File: config.mk
export PLATFORM = sky130hd
export DESIGN_NAME = ata_taskfile_emu
export DESIGN_NICKNAME = d
export VERILOG_FILES = /design/src/rtl/tfe_pkg.sv /design/src/rtl/tfe_cfgrom.sv /design/src/rtl/tfe_xfer.sv /design/src/rtl/ata_taskfile_emu.sv
export SDC_FILE = /design/constraint.sdc
export NUM_CORES = 1
export LEC_CHECK = 0
export BUFFER_PORTS_ARGS = -buffer_cell sky130_fd_sc_hd__buf_4
export CAP_MARGIN = 10
export CORE_MARGIN = 2
export CORE_UTILIZATION = 55
export DETAILED_ROUTE_END_ITERATION = 8
export HOLD_SLACK_MARGIN = 0.06
export PLACE_DENSITY = 0.86
export SLEW_MARGIN = 40
export SYNTH_ARGS = -nofsm -noshare
export SYNTH_HDL_FRONTEND = slang
export SYNTH_HIERARCHICAL = 1
export SYNTH_SLANG_ARGS = --single-unit
File: constraint.sdc
create_clock -name clk -period 3.13 [get_ports clk]
set_clock_uncertainty 0.1 [all_clocks]
set_input_delay 0.4695 -clock clk [delete_from_list [all_inputs] [get_ports clk]]
set_output_delay 0.4695 -clock clk [all_outputs]
set_load 0.02 [all_outputs]
File: src/rtl/tfe_pkg.sv
package tfe_pkg;
  localparam logic [7:0] OFS_DATA  = 8'hD0;
  localparam logic [7:0] OFS_FEAT  = 8'hD2;
  localparam logic [7:0] OFS_SCNT  = 8'hD4;
  localparam logic [7:0] OFS_SNUM  = 8'hD6;
  localparam logic [7:0] OFS_CYLL  = 8'hD8;
  localparam logic [7:0] OFS_CYLH  = 8'hDA;
  localparam logic [7:0] OFS_DRVH  = 8'hDC;
  localparam logic [7:0] OFS_STCMD = 8'hDE;
  localparam logic [7:0] OFS_ALTDC = 8'hEC;

  localparam logic [7:0] CMD_IDENT = 8'hEC;
  localparam int         SRST_BIT  = 2;

  localparam logic [7:0] ST_BUSY = 8'h80;
  localparam logic [7:0] ST_DRQ  = 8'h08;
  localparam logic [7:0] ST_ERR  = 8'h01;

  typedef enum logic [1:0] {XS_IDLE, XS_DRQ, XS_ERR} xs_t;
endpackage

File: src/rtl/tfe_cfgrom.sv
module tfe_cfgrom #(
  parameter int          WORDS = 256,
  parameter logic [7:0]  KEY   = 8'hC3,
  parameter bit          SWAP  = 1'b1,
  localparam int         IW    = $clog2(WORDS)
) (
  input  logic [IW-1:0] idx,
  output logic [15:0]   bus_word
);
  logic [7:0]  lo_b;
  logic [15:0] dev_word;

  assign lo_b     = 8'(idx);
  assign dev_word = {lo_b ^ KEY, lo_b};

  generate
    if (SWAP) begin : g_swap
      assign bus_word = {dev_word[7:0], dev_word[15:8]};
    end else begin : g_flat
      assign bus_word = dev_word;
    end
  endgenerate
endmodule

File: src/rtl/tfe_xfer.sv
module tfe_xfer
  import tfe_pkg::*;
#(
  parameter int WORDS = 256,
  localparam int IW   = $clog2(WORDS)
) (
  input  logic          clk,
  input  logic          rst_n,
  input  logic          srst,
  input  logic          cmd_we,
  input  logic [7:0]    cmd_code,
  input  logic          data_rd,
  output logic          drq,
  output logic          err,
  output logic [IW-1:0] word_idx
);
  localparam logic [IW-1:0] LAST = IW'(WORDS - 1);

  xs_t state;

  always_ff @(posedge clk) begin
    if (!rst_n || srst) begin
      state    <= XS_IDLE;
      word_idx <= '0;
    end else if (cmd_we) begin
      word_idx <= '0;
      state    <= (cmd_code == CMD_IDENT) ? XS_DRQ : XS_ERR;
    end else if (data_rd && state == XS_DRQ) begin
      if (word_idx == LAST) begin
        state    <= XS_IDLE;
        word_idx <= '0;
      end else begin
        word_idx <= word_idx + 1'b1;
      end
    end
  end

  assign drq = (state == XS_DRQ);
  assign err = (state == XS_ERR);


  last_word_chk: assert property (@(posedge clk) disable iff (!rst_n)
    (drq && data_rd && !cmd_we && !srst && word_idx == LAST) |=> !drq);


  idx_hold_chk: assert property (@(posedge clk) disable iff (!rst_n)
    (!data_rd && !cmd_we && !srst) |=> $stable(word_idx));
endmodule

File: src/rtl/ata_taskfile_emu.sv
module ata_taskfile_emu
  import tfe_pkg::*;
#(
  parameter int         WORDS = 256,
  parameter logic [7:0] KEY   = 8'hC3,
  localparam int        IW    = $clog2(WORDS)
) (
  input  logic        clk,
  input  logic        rst_n,
  input  logic        bus_req,
  input  logic        bus_we,
  input  logic [7:0]  bus_addr,
  input  logic [7:0]  bus_wdata,
  output logic        bus_rvalid,
  output logic [15:0] bus_rdata
);
  logic [7:0] feat_q, scnt_q, snum_q, cyll_q, cylh_q, drvh_q, devctl_q;
  logic       wr, rd, srst, sig_load, cmd_we, data_rd;
  logic       drq, err;
  logic [IW-1:0] word_idx;
  logic [15:0]   rom_word;
  logic [7:0]    status;
  logic [15:0]   rd_mux;

  assign wr       = bus_req &&  bus_we;
  assign rd       = bus_req && !bus_we;
  assign srst     = devctl_q[SRST_BIT];
  assign sig_load = wr && bus_addr == OFS_ALTDC && srst && !bus_wdata[SRST_BIT];
  assign cmd_we   = wr && bus_addr == OFS_STCMD && !srst;
  assign data_rd  = rd && bus_addr == OFS_DATA;

  always_ff @(posedge clk) begin
    if (!rst_n || sig_load) begin
      scnt_q <= 8'h01;
      snum_q <= 8'h01;
      cyll_q <= 8'h00;
      cylh_q <= 8'h00;
    end else if (wr) begin
      case (bus_addr)
        OFS_SCNT: scnt_q <= bus_wdata;
        OFS_SNUM: snum_q <= bus_wdata;
        OFS_CYLL: cyll_q <= bus_wdata;
        OFS_CYLH: cylh_q <= bus_wdata;
        default: ;
      endcase
    end
  end

  always_ff @(posedge clk) begin
    if (!rst_n) begin
      feat_q   <= 8'h00;
      drvh_q   <= 8'h00;
      devctl_q <= 8'h00;
    end else if (wr) begin
      case (bus_addr)
        OFS_FEAT:  feat_q   <= bus_wdata;
        OFS_DRVH:  drvh_q   <= bus_wdata;
        OFS_ALTDC: devctl_q <= bus_wdata;
        default: ;
      endcase
    end
  end

  tfe_xfer #(.WORDS(WORDS)) u_xfer (
    .clk(clk), .rst_n(rst_n), .srst(srst), .cmd_we(cmd_we),
    .cmd_code(bus_wdata), .data_rd(data_rd),
    .drq(drq), .err(err), .word_idx(word_idx)
  );

  tfe_cfgrom #(.WORDS(WORDS), .KEY(KEY), .SWAP(1'b1)) u_rom (
    .idx(word_idx), .bus_word(rom_word)
  );

  always_comb begin
    if (srst)      status = ST_BUSY;
    else if (drq)  status = ST_DRQ;
    else if (err)  status = ST_ERR;
    else           status = 8'h00;
  end

  always_comb begin
    case (bus_addr)
      OFS_DATA:  rd_mux = drq ? rom_word : 16'h0000;
      OFS_FEAT:  rd_mux = {8'h00, feat_q};
      OFS_SCNT:  rd_mux = {8'h00, scnt_q};
      OFS_SNUM:  rd_mux = {8'h00, snum_q};
      OFS_CYLL:  rd_mux = {8'h00, cyll_q};
      OFS_CYLH:  rd_mux = {8'h00, cylh_q};
      OFS_DRVH:  rd_mux = {8'h00, drvh_q};
      OFS_STCMD: rd_mux = {8'h00, status};
      OFS_ALTDC: rd_mux = {8'h00, devctl_q};
      default:   rd_mux = 16'h0000;
    endcase
  end

  always_ff @(posedge clk) begin
    if (!rst_n) begin
      bus_rvalid <= 1'b0;
      bus_rdata  <= 16'h0000;
    end else begin
      bus_rvalid <= rd;
      bus_rdata  <= rd ? rd_mux : 16'h0000;
    end
  end


  rvalid_chk: assert property (@(posedge clk) disable iff (!rst_n)
    rd |=> bus_rvalid);


  sig_chk: assert property (@(posedge clk) disable iff (!rst_n)
    $fell(devctl_q[SRST_BIT]) |-> (scnt_q == 8'h01 && snum_q == 8'h01 &&
                                   cyll_q == 8'h00 && cylh_q == 8'h00));


  cmd_ignored_chk: assert property (@(posedge clk) disable iff (!rst_n)
    (wr && bus_addr == OFS_STCMD && srst) |=> (!drq && !err));


  zero_rd_chk: assert property (@(posedge clk) disable iff (!rst_n)
    (data_rd && !drq) |=> bus_rdata == 16'h0000);
endmodule

After elaboration in Yosys (flattened, before gate mapping)
Cells that the tools add are included.
Widths: inputs -> output; s select.
- $add $sub $neg: 1
- multiply operators: 0
- div/mod/pow operators: 0
- $lt $le $gt $ge: 0
- equality and inequality tests: 13
- shift-type cells: 0
- multiplexer cells: 10
- bitwise logic cells: 1
- reduce and logical (&&, ||, !) cells: 27
- operator list (operator ; count):
    $pmux 16 s9 ; 1
    $eq 8x8->1 const B ; 11
    $reduce_and 2->1 ; 9
    $mux 16 ; 1
    $mux 8 ; 2
    $logic_and 1x1->1 ; 9
    $add 8x1->8 const B ; 1
    $mux 2 ; 4
    $logic_not 1->1 ; 4
    $mux 4 ; 1
    $not 4->4 ; 1
    $reduce_bool 2->1 ; 2
    $eq 2x1->1 const B ; 1
    $eq 2x2->1 const B ; 1
    $logic_or 1x1->1 ; 2
    $reduce_or 2->1 ; 1
    $mux 1 ; 1
- register bits after elaboration: 83
- latch bits: 0
- memory bits (writable): 0
- ROM bits: 0
- input port bits: 20
- logic and storage cells: 63
- memories: 0

Logic depth before layout (Yosys ltp)
Gate-level depths: netlist of run 1.
- depth in word-level cells: 6
- mapped depth: 8

By module
The synthesis of run 1 kept the hierarchy.
- modules (own cells, without submodules) (module ; instances ; cells each ; area an instance (sq um) ; seq. area each (sq um)):
    ata_taskfile_emu ; 1 ; 341 ; 3300.7 ; 1461.4
    tfe_xfer ; 1 ; 55 ; 513.0 ; 200.2
    tfe_cfgrom ; 1 ; 16 ; 105.1 ; 0.0

Least setup slack after synthesis of run 1
Ideal clock, no wire load.
- kind: input to register
- start point: input bus_addr[2]
- end point: register u_xfer.word_idx[5]
- setup time: 70 ps
- arrival time: 2609 ps
- required time: 2960 ps
- slack: 351 ps
- cell stages on the path: 6
- buffers on the path: 1
- cells stage by stage: buf_2 -> or4b_4 -> nor4b_1 -> nand4_1 -> or4_1 -> a21oi_1
- elaborated cells between the ends (all ways): 7
- those cells by class: eq/ne: 2; reduce/logical: 5
- RTL lines (item ; line ; text):
    from (decl) ; ata_taskfile_emu.sv:12 ; input logic [7:0] bus_addr,
    $eq 8x8->1 ; ata_taskfile_emu.sv:30 ; assign data_rd = rd && bus_addr == OFS_DATA;
    $logic_and 1x1->1 ; ata_taskfile_emu.sv:30 ;
    net data_rd ; ata_taskfile_emu.sv:18 ; logic wr, rd, srst, sig_load, cmd_we, data_rd;
    $logic_and 1x1->1 ; tfe_xfer.sv:28 ; end else if (data_rd && state == XS_DRQ) begin
    to (signal assigned) ; tfe_xfer.sv:33 ; word_idx <= word_idx + 1'b1;
    to (decl) ; tfe_xfer.sv:15 ; output logic [IW-1:0] word_idx
The timed path passes the listed nets, and every way through them passes these cells.
A chain may end at the register's enable or synchronous reset.

Worst setup path in the final report of run 1
- start point: input bus_addr[2]
- end point: register u_xfer.word_idx[7]
The elaborated chain is that of the path after synthesis.

==> results of run 1 <==
[area by class of cell]
| type | count | area (sq um) | area share |
|---|---|---|---|
| sequential | 83 | 1660 | 0.379 |
| clock buffer | 10 | 128 | 0.0291 |
| multi-input combinational | 283 | 2020 | 0.462 |
| timing repair buffer | 45 | 338 | 0.0771 |
| clock inverter | 6 | 66.3 | 0.0151 |
| tap | 96 | 120 | 0.0274 |
| inverter | 12 | 45.0 | 0.0103 |
[worst paths after layout]
path	startpoint	end	cells after the start
worst max-delay path	bus_addr[2]	u_xfer/word_idx[7]	7
worst min-delay path	bus_wdata[0]	snum_q[0]	2
worst max register to register	u_xfer/state[1]	bus_rdata[3]	6
worst min register to register	feat_q[2]	feat_q[2]	2
[sequential cells by signal, summed over array words and instances (netlist names), 8 cells and up]
name             cells
u_xfer/word_idx      8
drvh_q               8
devctl_q             8
snum_q               8
scnt_q               8
cyll_q               8
bus_rdata           16
cylh_q               8
feat_q               8
[power by group through the flow]
stage / Sequential, mW / Clock (mW) / Combinational [mW]
2_1_floorplan: 1.08 / 0 / 0.0648
3_3_place_gp: 1.08 / 0 / 0.115
3_5_place_dp: 1.08 / 0 / 0.117
4_1_cts: 1.06 / 0.762 / 0.117
5_1_grt: 1.06 / 0.808 / 0.128
6_report: 1.06 / 0.753 / 0.120
[layer usage]
layer,part of all wire,wire length (microns)
met1,0.43,4310
met2,0.47,4670
met3,0.085,857
met4,0.020,199
met5,0,0
[critical path, stage by stage]
cell and delay, ps:
buf_4 200, or4b_4 570, nor4b_1 300, buf_4 190, nand4_1 220, or4_1 540
a21oi_1 170
[cell families after synthesis]
logic type               share of synthesized area
AO/OA/AOI/OAI                                0.100
XOR/XNOR                                   0.00224
adder cells (fa/ha/maj)                    0.00319
buffers and inverters                       0.0610
flip-flops                                   0.424
multiplexers                                 0.177
AND/OR/NAND/NOR                              0.233
[metrics by stage]
step                area [sq um]  worst slack [ps]  cells
global placement            4190               422    519
detailed placement          4190               348    519
finish                      4380               639    535
floorplan                   3920               351    412
global route                4380               561    535
CTS                         4380               671    535
[synthesized netlist by cell type, types with 3 or more instances]
library cell | n | area share
clkbuf_1 | 9 | 0.0086
and3_1 | 12 | 0.019
dfxtp_1 | 83 | 0.42
a21oi_1 | 10 | 0.013
nand3_1 | 10 | 0.013
o31ai_1 | 3 | 0.0057
nand4_1 | 7 | 0.011
a31oi_1 | 5 | 0.0080
nand2b_1 | 3 | 0.0048
mux2i_1 | 59 | 0.15
nor3_1 | 5 | 0.0064
nand2_1 | 19 | 0.018
buf_2 | 11 | 0.014
nor2b_1 | 7 | 0.011
a22oi_1 | 5 | 0.0096
and2_1 | 3 | 0.0048
or4_1 | 3 | 0.0057
buf_4 | 12 | 0.023
inv_1 | 11 | 0.011
nand3b_1 | 7 | 0.013
mux2_2 | 5 | 0.014
nor4b_1 | 3 | 0.0067
nor2_1 | 60 | 0.057
o21ai_0 | 7 | 0.0089
nor3b_1 | 4 | 0.0077
==> run metrics, run 1 <==
clock latency on the worst-skew pair roughly 360 ps; upper clock frequency limit about 400 MHz; drt pass-1 iters 5; Internal around 1.5 mW; met3 Use GR 0.0914; Worst setup SP type input port; Worst VDD drop ~270 uV; GR Util met2 0.434; ys flop type dfxtp_1; Initial Utilization 0.574; Buffers on Ports 36; Worst-Margin Slew between 800 and 900 ps; Post-DRT Antenna Nets 0; EDFF count, synth 0; Final Hold Fails 0; initial antenna violation count 0; Synth Area per Inst between 9 and 10 sq um; GRT Overall Usage 0.277; Post-Syn Instances a little over 400; vias approximately 3200; Die ar. 0.00782 sq mm; ratio of cells with drive above 1 in the final layout 0.182; Combinational Power Share 0.062; vias in the first global route about 3100; status completed; setup slack, reg-to-reg ~1200 ps; DRT iter0 DRCs ~290; yosys warns 6; Yosys reg bits just over 80; Post-CTS Setup Bufs 0; Seq/Total Area, Yosys 0.424; max-slew violation count 0; Synth Cell Area about 0.0039 sq mm; Worst Hold Class in2reg; root buffer cell clkbuf_8; GR Overflow Total 0; Clock power frac 0.390; Max-cap violations 0; PostCTS Resize Cnt 0; setup TNS 0 ps; largest net degree at the start of global routing 33; Hold Worst Slack about 300 ps; maximum fanout along the worst path 27; Final Util 0.642; Final Total Pwr just under 2 mW; first-pass GRT wire length between 15000 and 20000 microns; fillers 583; worst endpoint data arrival time around 2700 ps; Reg power frac 0.548; Hold Buf Count CTS 0; min Tclk post-route between 2000 and 2500 ps; DPL Wire Length 7020 microns; Post-Syn Nets 433; GRT met1 Usage 0.359; most used routing layer met2; period utilization 0.796; relative slew slack 0.420; vias per cell just over 6; WL final between 10000 and 15000 microns; DRC viols 0; library cells used by synthesis 64; CP Capture Type flip-flop; clk slew on worst S/H paths roughly 80 ps; CTS Buf Count 9; row count 30; num ports 37; CTS H-tree depth 3; CTS tree done; nets@finish 455; sw power roughly 0.46 mW; CTS sink cnt between 80 and 90; critical path type in2reg; global placement routability congestion 0.979; RSZ-0062 raised after global routing no; ANT cells 0; DIE WIDTH approximately 90 microns; PwrDens around 440 mW/mm^2; CTS Buffer Depth 2; Critical Path RT ~3300 ps; asr flop ratio synth 0; die height 88.4 microns; most frequent cells in the layout dfxtp_1 (83), nor2_1 (60), mux2i_1 (59), buf_4 (45), nand2_1 (19); WL per Instance 18.8 microns; Core Region 0.00683 sq mm; switching share of power 0.240; Syn-to-layout area delta 11.8%; Pleak around 1.7 nW; final setup fails 0; commonest non-fill, non-tap cell in the layout dfxtp_1
Note: power is estimated with default switching activity, not from simulation.
==> run 2, diff against run 1 <==
- CORE_UTILIZATION: 55 -> 53
- clock period: 3.13 -> 2.1 ns (I/O delays scaled with it)
==> run 2 against run 1 <==
Net effect:
- hold slack lost 140 ps
- register-to-register slack lost 990 ps
- via count grew 5.5%
- final area grew 6.4%
==> run metrics, run 2 (same netlist as run 1, synthesis figures left out) <==
critical path's slowest cell or4b_4; Worst VDD drop 494 uV; WL final ~10000 microns; Syn-to-layout area delta 19.0%; largest net degree at the start of global routing 28; max reg flops 16; period utilization 0.950; Final Util 0.646; GR Util met2 0.402; Levels on crit path 7; Post-CTS Setup Bufs 0; Combinational Power Share 0.072; cell mode on critical path buf_4; drt pass-1 iters 5; Worst setup SP type input port; FF/Latch Area roughly 0.0017 sq mm; die height approximately 90 microns; Worst Reg2Reg Path Length in Cells 6; root buffer cell clkbuf_8; CP Capture Type flip-flop; PostCTS Resize Cnt 0; num ports 37; initial antenna violation count 0; switching share of power 0.244; vias in the first global route 3300; worst-path cell chain buf_4 -> or4b_4 -> nor4b_4 -> buf_4 -> nand4b_4 -> o311ai_4 -> a2bb2o_1; Worst-Margin Slew between 500 and 600 ps; PwrDens approximately 630 mW/mm^2; fillers 569; Clock power frac 0.391; Internal around 2.2 mW; Final Total Pwr 2.93 mW; setup TNS 0 ps; ratio of cells with drive above 1 in the final layout 0.231; Post-DRT Antenna Nets 0; first-pass GRT wire length around 17000 microns; vias ~3400; CTS Buf Count 9; max-slew violation count 0; CP peak stage delay between 500 and 600 ps; Core Region between 0.007 and 0.008 sq mm; most used routing layer met2; CTS H-tree depth 3; Hold Path Depth 2; status completed; row count 31; DPL Wire Length ~7300 microns; nets@finish just under 500; Max-cap violations 0; CTS sink cnt between 80 and 90; Worst Hold Class in2reg; critical path type in2reg; Worst Setup Slack, final 104 ps; pre-CTS WS -263 ps; most frequent cells in the layout dfxtp_1 (83), buf_4 (69), nor2_1 (60), mux2i_1 (59), nand2_1 (19); GRT Overall Usage 0.263; Initial Utilization 0.543; met3 Use GR 0.0637; ANT cells 0; CTS Buffer Depth 2; Buffers & Inverters on Critical Path 2; Critical Path RT approximately 2300 ps; final setup fails 0; RSZ-0062 raised after global routing no; global placement routability congestion 0.986; DRC viols 0; worst endpoint data arrival time about 2200 ps; WL per Instance around 18 microns; Hold Worst Slack 166 ps; DIE WIDTH ~90 microns; upper clock frequency limit ~500 MHz; Pleak between 1.5 and 2 nW; Hold Buf Count CTS 0; Buffers on Ports 36; vias per cell 6.03; CP delay by family, top simple AND/OR/NAND/NOR gates; clock latency on the worst-skew pair between 300 and 400 ps; Reg power frac 0.537; GR Overflow Total 0; commonest non-fill, non-tap cell in the layout dfxtp_1; maximum fanout along the worst path 7; relative slew slack 0.657; CTS tree done; Die ar. 0.00810 sq mm; min Tclk post-route 2000 ps; area of the multi-input gates roughly 0.002 sq mm; sw power just over 0.7 mW; DRT iter0 DRCs just under 400; GRT met1 Usage 0.367; Top reg by flops bus_rdata; Final Hold Fails 0; clk slew on worst S/H paths approximately 90 ps
run 2: final timing paths:
kind                    from              end  slack, ps
min             bus_wdata[0]        snum_q[0]        170
max reg2reg  u_xfer/state[1]     bus_rdata[3]        170
min reg2reg        cyll_q[3]        cyll_q[3]        400
max              bus_addr[5]  u_xfer/state[0]        100
run 2: per-stage QoR:
step / instance area [sq um] / std cells
after detailed placement: 4470 / 550
final: 4660 / 566
after global routing: 4660 / 566
after global placement: 4470 / 550
after CTS: 4660 / 566
after floorplan: 3940 / 412
run 2: final cells by class:
type | instances | share of cell area
flip-flops and latches | 83 | 0.356
clock inverters | 5 | 0.0134
inverters | 12 | 0.00966
clock buffers | 11 | 0.0282
multi-input cells | 283 | 0.437
well taps | 99 | 0.0266
repair buffers | 73 | 0.128
run 2: metal layers:
| metal | routed length [microns] | vias up | share of wire |
|---|---|---|---|
| met5 | 0 | - | 0 |
| met4 | 236 | 0 | 0.023 |
| met3 | 864 | 27 | 0.084 |
| met2 | 4670 | 179 | 0.45 |
| met1 | 4560 | 1638 | 0.44 |
| li1 | - | 1570 | - |
run 2: power groups by stage:
| stage | combinational [mW] | sequential [mW] | clock, mW |
|---|---|---|---|
| floorplan | 0.0995 | 1.61 | 0 |
| finish | 0.212 | 1.57 | 1.15 |
| CTS | 0.208 | 1.57 | 1.16 |
| global placement | 0.203 | 1.61 | 0 |
| detailed placement | 0.206 | 1.61 | 0 |
| global route | 0.225 | 1.57 | 1.23 |
==> run 3, diff against run 2 <==
- CORE_UTILIZATION: 53 -> 29
- PLACE_DENSITY: 0.86 -> 0.57
- SYNTH_HIERARCHICAL: 1 -> not set
- TNS_END_PERCENT: not set -> 30
==> run 3 against run 2 <==
Net effect:
- power up 11%
- combinational power up 9%
- clock power up 26%
- area after synthesis down 0.13%
- sequential share of layout area down 1.8 points
- final cell count up 15%
- largest cell class unchanged
- critical path depth down 1
- global-route usage down 9.2 points
- highest routed layer unchanged
==> run metrics, run 3 <==
CTS sink cnt 83; worst endpoint data arrival time approximately 2100 ps; DRC viols 0; top cell type's share of synthesized area 0.425; CTS H-tree depth 3; CP Capture Type flip-flop; CTS tree done; Hold Buf Count CTS 0; critical path type reg2reg; largest net degree at the start of global routing 33; clock latency on the worst-skew pair 340 ps; RR Endpoint bus_rdata[1]; CTS Buffer Depth 2; setup slack, reg-to-reg around 190 ps; min-delay src rst_n; PostCTS Resize Cnt 0; Post-Syn Instances between 400 and 500; global placement routability congestion 0.915; pre-CTS WS -37.6 ps; Final Hold Fails 0; Worst VDD drop about 390 uV; synth cell count leaders dfxtp_1 (83), mux2i_1 (64), nor2_1 (64); Buffers on Ports 36; vias per cell ~5.2; num ports 37; clk slew on worst S/H paths about 60 ps; ys flop type dfxtp_1; nets@finish 491; min Tclk post-route 1910 ps; CP peak stage delay between 400 and 500 ps; vias 3363; Critical Path RT between 2000 and 2500 ps; max-slew violation count 0; status completed; critical path's slowest cell or4b_1; commonest non-fill, non-tap cell in the layout dfxtp_1; asr flop ratio synth 0; Initial Utilization 0.297; cell mode on critical path buf_4; Top reg by flops bus_rdata; max reg flops 16; DPL Wire Length 8790 microns; Reg2Reg Launch Point u_xfer.state[0]; most frequent cell after synthesis dfxtp_1; Post-DRT Antenna Nets 0; placed cell count roughly 640; Seq/Total Area, Yosys 0.425; WL final 11800 microns; row count 42; GRT Overall Usage 0.171; vias in the first global route roughly 3300; ANT cells 0; Worst Setup Slack, final roughly 190 ps; Hold Path Depth 2; most frequent cells in the layout dfxtp_1 (83), buf_4 (68), mux2i_1 (64), nor2_1 (64), and3_1 (16); Worst setup SP type flip-flop; Synth Cell Area just under 0.004 sq mm; DRT iter0 DRCs slightly above 200; drt pass-1 iters 7; Pleak around 1.8 nW; library cells used by synthesis 55; CP delay by family, top simple AND/OR/NAND/NOR gates; PwrDens approximately 660 mW/mm^2; RSZ-0062 raised after global routing no; root buffer cell clkbuf_16; GR Overflow Total 0; relative slew slack 0.643; EDFF count, synth 0; final std cells w/o fill between 600 and 700; Area contributors post-synth dfxtp_1 (42%), mux2i_1 (16%), nor2_1 (6.1%); final setup fails 0; Max-cap violations 0; yosys warns 0; Post-Syn Nets roughly 430; CTS Buf Count 9; Worst-Margin Slew 534 ps; Die ar. approximately 0.014 sq mm; Final Total Pwr around 3.3 mW; DIE WIDTH around 120 microns; maximum fanout along the worst path 9; Buffers & Inverters on Critical Path 2; Syn-to-layout area delta 25.5%; Synth Area per Inst 9.50 sq um; Post-CTS Setup Bufs 0; ratio of cells with drive above 1 in the final layout 0.211; Levels on crit path 6; initial antenna violation count 0; upper clock frequency limit between 500 and 600 MHz; fillers between 1000 and 1500; WL per Instance between 15 and 20 microns; worst-path cell chain or4b_1 -> buf_4 -> o32ai_1 -> buf_4 -> nand2_1 -> a31oi_1; Worst Reg2Reg Path Length in Cells 6; die height about 120 microns; first-pass GRT wire length ~19000 microns; Synth area leader dfxtp_1; Worst Hold Class in2reg; period utilization 0.911; Hold EP u_xfer.state[1]; Yosys reg bits between 80 and 90; Core Region about 0.013 sq mm
-- run 3: changes by cell type after synthesis, sizes merged, moves of 4 or more --
cell    change
o32ai       +5
buf        -17
a31oi       +4
mux2i       +5
nand2       -6
nor2        +4
nor4        +6
and3        +4
clkbuf      +9
-- run 3: final cells by class --
| type | instances | area, sq um | area share |
|---|---|---|---|
| Multi-Input combinational cell | 295 | 2120 | 0.431 |
| Sequential cell | 83 | 1660 | 0.338 |
| Timing Repair Buffer | 73 | 611 | 0.124 |
| Clock buffer | 12 | 246 | 0.0502 |
| Tap cell | 176 | 220 | 0.0448 |
| Inverter | 8 | 30.0 | 0.00611 |
| Clock inverter | 4 | 26.3 | 0.00535 |
-- run 3: worst max-delay path by stage --
stage	to	startpoint	slack, ps
final	bus_rdata[1]	u_xfer.state[0]	190
after global routing	bus_rdata[6]	u_xfer.state[0]	40
after CTS	u_xfer.word_idx[2]	u_xfer.state[0]	150
after detailed placement	bus_rdata[2]	bus_addr[0]	-40
after global placement	bus_rdata[2]	bus_addr[0]	-60
after floorplan	scnt_q[0]	bus_addr[2]	50
-- run 3: through the flow --
step / TNS (ps) / instance area [sq um] / util / hold WS [ps]
after CTS: 0 / 4910 / 0.372 / 142
after global placement: -85.4 / 4640 / 0.352 / 367
after detailed placement: -49.1 / 4640 / 0.352 / 378
after floorplan: 0 / 3910 / - / 332
final: 0 / 4910 / 0.372 / 145
after global routing: 0 / 4910 / 0.372 / 147
-- run 3: per-layer routing --
layer  vias to the layer above  track usage  part of all wire
met4                         0       0.0632             0.020
met5                         -            0                 0
met3                        18       0.0335             0.058
li1                       1623            -                 -
met2                       107        0.267              0.45
met1                      1615        0.235              0.47
-- run 3: logic make-up after synthesis --
group,synth area share
AOI/OAI and AO/OA,0.107
xor gates and xnor gates,0.00224
adders and majority gates,0.00320
buffers and inverters,0.0377
DFF,0.425
muxes,0.169
and+or+nand+nor,0.256
-- run 3: power by group --
group	internal [mW]	switching [mW]	total (mW)	leakage, nW
Combinational	0.0841	0.146	0.231	1.02
Sequential	1.58	0.000635	1.58	0.668
Clock	0.831	0.617	1.45	0.133
